==> src/rtl/tri_pin_pulse_pkg.sv <==
package tri_pin_pulse_pkg;
   typedef enum logic [1:0] {
      PH_IDLE  = 2'd0,
      PH_DRIVE = 2'd1,
      PH_GAP   = 2'd2
   } phase_t;

   // encoding equals the pin level driven for that kind
   typedef enum logic {
      KIND_RST = 1'b0,
      KIND_CLK = 1'b1
   } kind_t;
endpackage

==> src/rtl/tri_pin_req_hold.sv <==
module tri_pin_req_hold #(
   parameter bit RST_FIRST = 1'b1
) (
   input  logic                      clk,
   input  logic                      rst_n,
   input  logic                      clk_req,
   input  logic                      rst_req,
   input  logic                      take,
   output logic                      has_work,
   output tri_pin_pulse_pkg::kind_t  next_kind
);
   import tri_pin_pulse_pkg::*;

   logic hold_clk, hold_rst;
   logic take_clk, take_rst;

   generate
      if (RST_FIRST) begin : g_rst_wins
         assign next_kind = hold_rst ? KIND_RST : KIND_CLK;
      end else begin : g_clk_wins
         assign next_kind = hold_clk ? KIND_CLK : KIND_RST;
      end
   endgenerate

   assign has_work = hold_clk | hold_rst;
   assign take_clk = take & (next_kind == KIND_CLK);
   assign take_rst = take & (next_kind == KIND_RST);

   always_ff @(posedge clk or negedge rst_n) begin
      if (!rst_n) begin
         hold_clk <= 1'b0;
         hold_rst <= 1'b0;
      end else begin
         hold_clk <= (hold_clk & ~take_clk) | clk_req;
         hold_rst <= (hold_rst & ~take_rst) | rst_req;
      end
   end
endmodule

==> src/rtl/tri_pin_phase_seq.sv <==
module tri_pin_phase_seq #(
   parameter int PULSE_CYC = 1000,
   parameter int GAP_CYC   = 2
) (
   input  logic                      clk,
   input  logic                      rst_n,
   input  logic                      has_work,
   input  tri_pin_pulse_pkg::kind_t  next_kind,
   output logic                      take,
   output logic                      drive_en,
   output logic                      drive_lvl
);
   import tri_pin_pulse_pkg::*;

   localparam int SPAN  = (PULSE_CYC > GAP_CYC) ? PULSE_CYC : GAP_CYC;
   localparam int CNT_W = (SPAN < 2) ? 1 : $clog2(SPAN);
   localparam logic [CNT_W-1:0] LOAD_DRIVE = CNT_W'(PULSE_CYC - 1);
   localparam logic [CNT_W-1:0] LOAD_GAP   = CNT_W'(GAP_CYC - 1);

   phase_t           phase;
   kind_t            kind_q;
   logic [CNT_W-1:0] left;

   assign take      = (phase == PH_IDLE) & has_work;
   assign drive_en  = (phase == PH_DRIVE);
   assign drive_lvl = drive_en & (kind_q == KIND_CLK);

   always_ff @(posedge clk or negedge rst_n) begin
      if (!rst_n) begin
         phase  <= PH_IDLE;
         kind_q <= KIND_RST;
         left   <= '0;
      end else begin
         unique case (phase)
            PH_IDLE: begin
               if (has_work) begin
                  phase  <= PH_DRIVE;
                  kind_q <= next_kind;
                  left   <= LOAD_DRIVE;
               end
            end
            PH_DRIVE: begin
               if (left == '0) begin
                  phase <= PH_GAP;
                  left  <= LOAD_GAP;
               end else begin
                  left <= left - 1'b1;
               end
            end
            PH_GAP: begin
               if (left == '0) begin
                  phase <= PH_IDLE;
               end else begin
                  left <= left - 1'b1;
               end
            end
            default: phase <= PH_IDLE;
         endcase
      end
   end
endmodule

==> src/rtl/tri_pin_decode.sv <==
module tri_pin_decode (
   input  logic pin_val,
   input  logic pin_en,
   output logic far_clk,
   output logic far_rst
);
   // released pin reads as idle on both lines
   always_comb begin
      far_clk = 1'b0;
      far_rst = 1'b0;
      if (pin_en) begin
         far_clk = pin_val;
         far_rst = ~pin_val;
      end
   end
endmodule

==> src/rtl/tri_pin_pulse_enc.sv <==
module tri_pin_pulse_enc #(
   parameter int PULSE_CYC = 1000,
   parameter int GAP_CYC   = 2,
   parameter bit RST_FIRST = 1'b1
) (
   input  logic clk,
   input  logic rst_n,
   input  logic clk_req,
   input  logic rst_req,
   output logic pin_o,
   output logic pin_oe,
   output logic dec_clk,
   output logic dec_rst
);
   import tri_pin_pulse_pkg::*;

   generate
      if (PULSE_CYC < 1) begin : g_bad_pulse
         $error("PULSE_CYC must be at least 1");
      end
      if (GAP_CYC < 1) begin : g_bad_gap
         $error("GAP_CYC must be at least 1");
      end
   endgenerate

   logic  has_work;
   logic  take;
   kind_t next_kind;

   tri_pin_req_hold #(.RST_FIRST(RST_FIRST)) u_hold (
      .clk       (clk),
      .rst_n     (rst_n),
      .clk_req   (clk_req),
      .rst_req   (rst_req),
      .take      (take),
      .has_work  (has_work),
      .next_kind (next_kind)
   );

   tri_pin_phase_seq #(.PULSE_CYC(PULSE_CYC), .GAP_CYC(GAP_CYC)) u_seq (
      .clk       (clk),
      .rst_n     (rst_n),
      .has_work  (has_work),
      .next_kind (next_kind),
      .take      (take),
      .drive_en  (pin_oe),
      .drive_lvl (pin_o)
   );

   tri_pin_decode u_dec (
      .pin_val (pin_o),
      .pin_en  (pin_oe),
      .far_clk (dec_clk),
      .far_rst (dec_rst)
   );
endmodule

==> config.mk <==
export PLATFORM = sky130hd
export DESIGN_NAME = tri_pin_pulse_enc
export DESIGN_NICKNAME = d
export VERILOG_FILES = /design/src/rtl/tri_pin_pulse_pkg.sv /design/src/rtl/tri_pin_req_hold.sv /design/src/rtl/tri_pin_phase_seq.sv /design/src/rtl/tri_pin_decode.sv /design/src/rtl/tri_pin_pulse_enc.sv
export SDC_FILE = /design/constraint.sdc
export NUM_CORES = 1
export LEC_CHECK = 0
export CAP_MARGIN = 5
export CORE_ASPECT_RATIO = 0.5
export CORE_UTILIZATION = 40
export CTS_CLUSTER_SIZE = 24
export DETAILED_ROUTE_END_ITERATION = 8
export DONT_BUFFER_PORTS = 1
export GPL_TIMING_DRIVEN = 0
export PLACE_DENSITY = 0.58
export SLEW_MARGIN = 0
export SYNTH_ARGS = -nofsm -noshare
export SYNTH_HDL_FRONTEND = slang
export SYNTH_SLANG_ARGS = --single-unit
==> constraint.sdc <==
create_clock -name clk -period 2.7 [get_ports clk]
set_input_delay 0.405 -clock clk [delete_from_list [all_inputs] [get_ports clk]]
set_output_delay 0.405 -clock clk [all_outputs]
set_load 0.005 [all_outputs]
After elaboration in Yosys (flattened, before gate mapping)
Cells that the tools add are included.
{ "totals": {"reg_bits": 15, "input_bits": 4, "output_inout_bits": 4, "word_cells": 41} }
{ "classes": {"n_addsub": 1, "n_eq_ne": 6, "muxes": 11, "bitwise": 12, "reduce_logical": 6} }
{ "op_table": {"columns": ["op", "n"], "rows": [
  ["two-way mux 10 bit", 3],
  ["one-hot mux 10 bit (3 select lines)", 1],
  ["zero test 10 bit", 1],
  ["subtractor 10 x 1 -> 10 bit (second input constant)", 1],
  ["AND 1 bit", 6],
  ["two-way mux 2 bit", 3],
  ["one-hot mux 2 bit (3 select lines)", 1],
  ["AND reduction 3 bit", 2],
  ["!= test 2 x 1 -> 1 bit (second input constant)", 2],
  ["!= test 2 bit (second input constant)", 2],
  ["two-way mux 1 bit", 3],
  ["NOT 1 bit", 3],
  ["bitwise OR 1 bit", 3],
  ["nonzero test 3 bit", 1],
  ["equality test 2 x 1 -> 1 bit (second input constant)", 1],
  ["equality test 2 bit (second input constant)", 1],
  ["zero test 2 bit", 1],
  ["AND reduction 2 bit", 1]
]} }

Logic depth before layout (Yosys ltp)
Gate-level depths: netlist of the first run.
{ "logic_depth": {"ltp_word": 6, "ltp_mapped": 7} }

By module
Synthesis of the first run repeated with hierarchy kept, for this count alone.
{ "hier_totals": {"cells_unflattened": 105, "hier_area_um2": 1039.7} }
{ "by_module_without_submodules": {"columns": ["mod", "n_inst", "cells_per_inst", "area_each_um2", "seq_area_each_um2"], "rows": [
  ["tri_pin_phase_seq", 1, 96, 942.2, 325.3],
  ["tri_pin_req_hold", 1, 7, 81.3, 50.0],
  ["tri_pin_decode", 1, 2, 16.3, 0.0]
]} }

Least setup slack after synthesis of the first run
No wires, ideal clock.
{ "synth_timing": {"path_kind": "reg2reg", "start": "register u_seq.phase[0]", "end": "register u_seq.left[1]", "t_arrival_ps": 1941, "slack_ps": 634, "stages_incl_launch_ff": 8, "path_cell_list": "dfrtp_1 inv_1 ha_1 nor3b_1 nor2_2 and2_1 clkbuf_1 mux2_2"} }
{ "synth_between": {"elab_chain_cells": 3} }
{ "synth_rtl": {"columns": ["element", "line_no", "rtl"], "rows": [
  ["from (decl)", "tri_pin_phase_seq.sv:20", "phase_t phase;"],
  ["from (signal assigned)", "tri_pin_phase_seq.sv:30", "phase <= PH_IDLE;"],
  ["from (signal assigned)", "tri_pin_phase_seq.sv:37", "phase <= PH_DRIVE;"],
  ["from (signal assigned)", "tri_pin_phase_seq.sv:44", "phase <= PH_GAP;"],
  ["equality test 2 bit, or another cell as far along", "tri_pin_phase_seq.sv:34", "unique case (phase)"],
  ["!= test 2 bit (no source line), or another cell as far along", null, null],
  ["AND reduction 3 bit (no source line)", null, null],
  ["to (signal assigned)", "tri_pin_phase_seq.sv:47", "left <= left - 1'b1;"],
  ["to (signal assigned)", "tri_pin_phase_seq.sv:54", "left <= left - 1'b1;"],
  ["to (decl)", "tri_pin_phase_seq.sv:22", "logic [CNT_W-1:0] left;"]
]} }
Parallel ways exist; a longest one is shown, timed or not.
A chain may end at the register's enable or synchronous reset.

Worst setup path in the final report of the first run
{ "layout_timing": {"start": "register u_seq.phase[1]", "end": "register u_seq.left[1]"} }
Same word-level chain as after synthesis.

==> flow_summary.json, run 1 <==
{
  "outcome": "complete, no violations",
  "worst_pin_slew_ns": 0.810,
  "endpoint_kind": "flip-flop",
  "gp_congestion": 0.845,
  "met1_usage": 0.287,
  "skew_ns": 0.00118,
  "synthArstFlopShare": 1.00,
  "slew_violations": 0,
  "cpMaxStageDelayCell": "nor3b_1",
  "hold_start": "rst_req",
  "ys_seq_area_frac": 0.359,
  "die_area_sq_um": 2840,
  "clkSlewWorstSetupHoldPaths_ns": 0.06,
  "totalWireLength_mm": 2.51,
  "final_common_cell": "dfrtp_1",
  "synthCells": 105,
  "place_inst": 140,
  "postCtsSetupBuffers": 0,
  "layout.nets": 121,
  "synth_seq_cells": 15,
  "layout_common_cells": "15 x dfrtp_1, 6 x inv_1, 6 x a22o_1, 6 x ha_1",
  "use_met2": 0.311,
  "crit_required_ns": 2.84,
  "synth_cell_types": 46,
  "fin_cells": 145,
  "r2r_slack_ns": 0.24,
  "slew-limit-headroom": 0.459,
  "busiest_layer": "met2",
  "first_pass_iters": 4,
  "grt_pass1_vias": 871,
  "dp_hpwl_mm": 1.82,
  "drive_above_1_share": 0.155,
  "holdCritPathClass": "input pin to flip-flop",
  "powerDensity_nw_per_um2": 368,
  "leakage_nw": 0.477,
  "synth_nets": 115,
  "viasPerCell": 6.24,
  "clkSinkCount": 15,
  "drt-initial-drc-count": 91,
  "fp.dieH_microns": 38.2,
  "cp_num_buf_inv": 2,
  "htreeDepth": 1,
  "wl_per_cell_microns": 17.3,
  "initial_core_util": 0.447,
  "grt_max_degree": 16,
  "slowest_delay_ns": 0.69,
  "final-setup-viol-count": 0,
  "ys.flop_type": "dfrtp_1",
  "clk_path_buf_depth": 2,
  "drc": 0,
  "use_met3": 0.0579,
  "fmax_mhz": 406,
  "synth_edf_count": 0,
  "r2r_end": "u_seq.left[1]$_DFFE_PN0P_",
  "io_buffers": 0,
  "crit_family": "simple AND/OR/NAND/NOR gates",
  "grt_use_total": 0.205,
  "maxCapViolations": 0,
  "syn_area_sq_um": 1050,
  "r2r-start": "u_seq.phase[1]$_DFFE_PN0P_",
  "cts_tree": "built",
  "path_class": "flip-flop to flip-flop",
  "setup_tns_ns": 0,
  "holdPathStages": 1,
  "worstPathCellList": "inv_1 > ha_1 > nor3b_1 > nor2_2 > and2_1 > clkbuf_1 > mux2_2",
  "cts_hold_buf": 1,
  "ir_drop_v": 0.000223,
  "min_period_over_period": 0.912,
  "clock_latency_ns": 0.25,
  "period_needed_ns": 2.46,
  "fp.coreArea_sq_um": 2340,
  "reg2regPathDepth": 7,
  "worstPathMaxFanout": 9,
  "holdPathEnd": "u_hold.hold_rst$_DFF_PN0_",
  "start_kind": "flip-flop",
  "yosysWarnings": 0,
  "grt_setup_unrepaired": "no",
  "ctsResizeCount": 0,
  "avgSynthCellArea_sq_um": 9.96,
  "grt-ovfl-total": 0,
  "cts_root_buffer": "clkbuf_8",
  "antenna_left": 0,
  "antenna_found_initial": 0,
  "finalHoldViolations": 0,
  "critical_path_arrival_ns": 2.60,
  "io_pins": 8,
  "antenna_cells": 0,
  "area_growth_pct": 9.57,
  "cts_made_buffers": 3,
  "vias": 905,
  "chipWidth_microns": 74.3,
  "grt_pass1_wl_mm": 4.08,
  "rows": 12
}
## cell families after synthesis
logic type,synth area share
flip-flops,0.359
adder cells (fa/ha/maj),0.0718
buffers and inverters,0.0622
AND/OR/NAND/NOR,0.218
AO/OA/AOI/OAI,0.279
multiplexers,0.0108
## cell type report
type | count | area (sq um)
Buffer | 6 | 42.5
Clock buffer | 3 | 41.3
Clock inverter | 1 | 5.00
Fill cell | 229 | 1200
Inverter | 6 | 22.5
Multi-Input combinational cell | 78 | 606
Sequential cell | 15 | 375
Tap cell | 35 | 43.8
Timing Repair Buffer | 1 | 10.0
## worst register-to-register path: stages, from the launching register on
cell and delay (ns):
dfrtp_1 0.40, inv_1 0.10, ha_1 0.22, nor3b_1 0.69, nor2_2 0.24, and2_1 0.21
clkbuf_1 0.18, mux2_2 0.31
## routing by layer
layer,vias up,share of wire
li1,418,-
met1,450,0.50
met2,33,0.42
met3,4,0.063
met4,0,0.0092
met5,-,0
## how the worst max path moves through the flow
stage / from / end / slack, ns / depth (start not counted)
floorplan: u_seq.phase[0]$_DFFE_PN0P_ / u_seq.left[1]$_DFFE_PN0P_ / 0.63 / 7
CTS: u_seq.phase[1]$_DFFE_PN0P_ / u_seq.left[1]$_DFFE_PN0P_ / 0.26 / 7
global route: u_seq.phase[1]$_DFFE_PN0P_ / u_seq.left[1]$_DFFE_PN0P_ / 0.05 / 7
global placement: u_seq.phase[1]$_DFFE_PN0P_ / u_seq.left[1]$_DFFE_PN0P_ / 0.34 / 7
finish: u_seq.phase[1]$_DFFE_PN0P_ / u_seq.left[1]$_DFFE_PN0P_ / 0.24 / 7
detailed placement: u_seq.phase[0]$_DFFE_PN0P_ / u_seq.left[1]$_DFFE_PN0P_ / 0.27 / 7
## where the power goes
| group | total [mW] | internal [mW] | switching [mW] |
|---|---|---|---|
| clock network | 0.187 | 0.102 | 0.0843 |
| registers | 0.226 | 0.226 | 0.000554 |
| logic | 0.00917 | 0.00303 | 0.00615 |
| total | 0.422 | 0.331 | 0.0910 |
## flip-flops by register name, summed over array words and instances, names as in the netlist
signal / cells
u_hold.hold_clk: 1
u_hold.hold_rst: 1
u_seq.kind_q: 1
u_seq.left: 10
u_seq.phase: 2
## per-stage QoR
step | total power [mW] | cell area, sq um | hold slack [ns] | setup WS (ns) | utilization
floorplan | 0.233 | 1050 | 0.109 | 0.634 | -
global placement | 0.234 | 1090 | 0.110 | 0.345 | 0.465
detailed placement | 0.234 | 1090 | 0.110 | 0.269 | 0.465
CTS | 0.425 | 1150 | 0.255 | 0.264 | 0.489
global route | 0.435 | 1150 | 0.251 | 0.0468 | 0.489
finish | 0.422 | 1150 | 0.253 | 0.237 | 0.489
## Yosys cell counts (2+ instances only)
cell type / count / area share
dfrtp_1: 15 / 0.36
a22o_1: 6 / 0.050
ha_1: 6 / 0.072
inv_1: 6 / 0.022
nor2_1: 5 / 0.018
o21ai_0: 5 / 0.024
a21oi_1: 4 / 0.019
o21ai_1: 4 / 0.019
nor4_1: 3 / 0.018
o211ai_1: 3 / 0.022
a22oi_1: 2 / 0.014
a31oi_1: 2 / 0.012
and2_1: 2 / 0.012
buf_6: 2 / 0.022
clkbuf_1: 2 / 0.0072
nand2_1: 2 / 0.0072
nand2b_1: 2 / 0.012
nor3_1: 2 / 0.0096
nor4b_1: 2 / 0.017
o31ai_1: 2 / 0.014
o41ai_1: 2 / 0.017
or4_1: 2 / 0.014
No activity file was read; power rests on OpenSTA's default activity.
==> run 2: changes to the inputs <==
--- a/config.mk
+++ b/config.mk
@@ -12,7 +12,8 @@
 export DETAILED_ROUTE_END_ITERATION = 8
 export DONT_BUFFER_PORTS = 1
 export GPL_TIMING_DRIVEN = 0
-export PLACE_DENSITY = 0.58
+export PLACE_DENSITY = 0.6
+export SKIP_LAST_GASP = 1
 export SLEW_MARGIN = 0
 export SYNTH_ARGS = -nofsm -noshare
 export SYNTH_HDL_FRONTEND = slang
==> constraint.sdc (replaced) <==
create_clock -name clk -period 2.2 [get_ports clk]
set_input_delay 0.33 -clock clk [delete_from_list [all_inputs] [get_ports clk]]
set_output_delay 0.33 -clock clk [all_outputs]
set_load 0.005 [all_outputs]
==> flow_summary.json, run 2 (synthesized netlist as in run 1, its figures left out) <==
{
  "grt_use_total": 0.199,
  "powerDensity_nw_per_um2": 414,
  "antenna_found_initial": 0,
  "viasPerCell": 5.85,
  "cts_made_buffers": 3,
  "reg.largest.list": "u_seq.left (10), u_seq.phase (2)",
  "start_kind": "flip-flop",
  "gp_congestion": 0.860,
  "holdPathEnd": "u_hold.hold_rst$_DFF_PN0_",
  "chipWidth_microns": 74.3,
  "htreeDepth": 1,
  "maxCapViolations": 0,
  "totalWireLength_mm": 2.43,
  "fp.coreArea_sq_um": 2340,
  "ir_drop_v": 0.000200,
  "r2r-start": "u_seq.left[1]$_DFFE_PN0P_",
  "outcome": "complete, no violations",
  "worstPathMaxFanout": 5,
  "grt-ovfl-total": 0,
  "endpoint_kind": "flip-flop",
  "regMostFlops": "u_seq.left",
  "holdPathStages": 1,
  "r2r_end": "u_seq.left[5]$_DFFE_PN0P_",
  "period_needed_ns": 2.12,
  "grt_max_degree": 16,
  "clkSinkCount": 15,
  "r2r_slack_ns": 0.08,
  "cts_tree": "built",
  "io_buffers": 0,
  "grt_setup_unrepaired": "yes",
  "dp_hpwl_mm": 1.60,
  "drive_above_1_share": 0.252,
  "rows": 12,
  "vias": 901,
  "layout.nets": 130,
  "final_common_cell": "dfrtp_1",
  "drt-initial-drc-count": 63,
  "worst_pin_slew_ns": 0.711,
  "clock_latency_ns": 0.25,
  "initial_core_util": 0.447,
  "layout_common_cells": "15 x dfrtp_1, 10 x buf_4, 6 x a22o_1",
  "reg2regPathDepth": 7,
  "largest_reg_flops": 10,
  "fmax_mhz": 473,
  "min_period_over_period": 0.962,
  "wl_per_cell_microns": 15.8,
  "slew_violations": 0,
  "first_pass_iters": 4,
  "die_area_sq_um": 2840,
  "critical_path_arrival_ns": 2.26,
  "antenna_cells": 0,
  "hold_start": "rst_req",
  "final-setup-viol-count": 0,
  "area_growth_pct": 19.1,
  "path_class": "flip-flop to flip-flop",
  "grt_pass1_vias": 813,
  "antenna_left": 0,
  "grt_pass1_wl_mm": 3.97,
  "whs_ns": 0.185,
  "power.total_mw": 0.516,
  "drc": 0,
  "slew-limit-headroom": 0.525,
  "fp.dieH_microns": 38.2,
  "finalHoldViolations": 0,
  "skew_ns": 0.00217,
  "clkSlewWorstSetupHoldPaths_ns": 0.06,
  "holdCritPathClass": "input pin to flip-flop",
  "cts_root_buffer": "clkbuf_8",
  "clk_path_buf_depth": 2,
  "io_pins": 8,
  "crit_required_ns": 2.34,
  "leakage_nw": 0.538
}
[run 2: changes by cell type in the layout (fill, tap and decap cells not counted), sizes merged]
cell / change
buf: +9
[run 2: per-stage QoR]
stage	TNS (ns)	utilization	area [sq um]	cells	worst slack, ns
finish	0	0.532	1250	154	0.0842
global route	-0.00700	0.532	1250	154	-0.00700
CTS	-0.0143	0.493	1150	145	-0.0143
detailed placement	-0.965	0.465	1090	140	-0.204
global placement	-0.777	0.465	1090	140	-0.180
floorplan	0	-	1050	105	0.134
[run 2: metal layers]
layer | global-route usage | up-vias | wire, microns
met5 | 0 | - | 0
met4 | 0.0283 | 0 | 8
met3 | 0.0711 | 2 | 183
met2 | 0.291 | 35 | 1000
met1 | 0.284 | 431 | 1230
li1 | - | 433 | -
[run 2: worst max-delay path, cell delays in order, from the launching register on]
cell and delay (ns):
dfrtp_1 0.40, inv_1 0.13, ha_4 0.15, or4b_4 0.50
o41ai_4 0.32, buf_4 0.22, o211ai_1 0.10, a22o_1 0.19
[run 2: cell type report]
class / count / area [sq um]
fillers: 214 / 1100
multi-input cells: 78 / 638
flip-flops and latches: 15 / 375
repair buffers: 10 / 77.6
well taps: 35 / 43.8
plain buffers: 6 / 42.5
clock buffers: 3 / 41.3
inverters: 6 / 22.5
clock inverters: 1 / 5.00
[run 2: repair_timing]
| item | CTS | global route |
|---|---|---|
| pin swaps | 0 | 1 |
| endpoints found under the hold margin | 15 | 0 |
| cloned | 0 | 1 |
| setup buffers | 0 | 8 |
| hold buffers | 1 | 0 |
| resized for setup | 2 | 6 |
| endpoints found under the setup margin | 8 | 8 |
[run 2: how the worst max path moves through the flow]
stage	from	to	slack, ns	depth (start not counted)
4_1_cts	u_seq.phase[0]$_DFFE_PN0P_	u_seq.left[1]$_DFFE_PN0P_	-0.01	7
3_5_place_dp	u_seq.phase[1]$_DFFE_PN0P_	u_seq.left[1]$_DFFE_PN0P_	-0.20	7
2_1_floorplan	u_seq.phase[0]$_DFFE_PN0P_	u_seq.left[1]$_DFFE_PN0P_	0.13	7
5_1_grt	u_seq.phase[0]$_DFFE_PN0P_	u_seq.left[1]$_DFFE_PN0P_	-0.007	7
3_3_place_gp	u_seq.phase[1]$_DFFE_PN0P_	u_seq.left[1]$_DFFE_PN0P_	-0.18	7
6_report	u_seq.left[1]$_DFFE_PN0P_	u_seq.left[5]$_DFFE_PN0P_	0.08	7
[run 2: power breakdown]
part | leakage (nW) | internal, mW | total (mW) | switching, mW
clock | 0.0255 | 0.126 | 0.228 | 0.102
combinational | 0.362 | 0.00371 | 0.0110 | 0.00724
sequential | 0.150 | 0.277 | 0.278 | 0.000687
total | 0.538 | 0.406 | 0.516 | 0.110
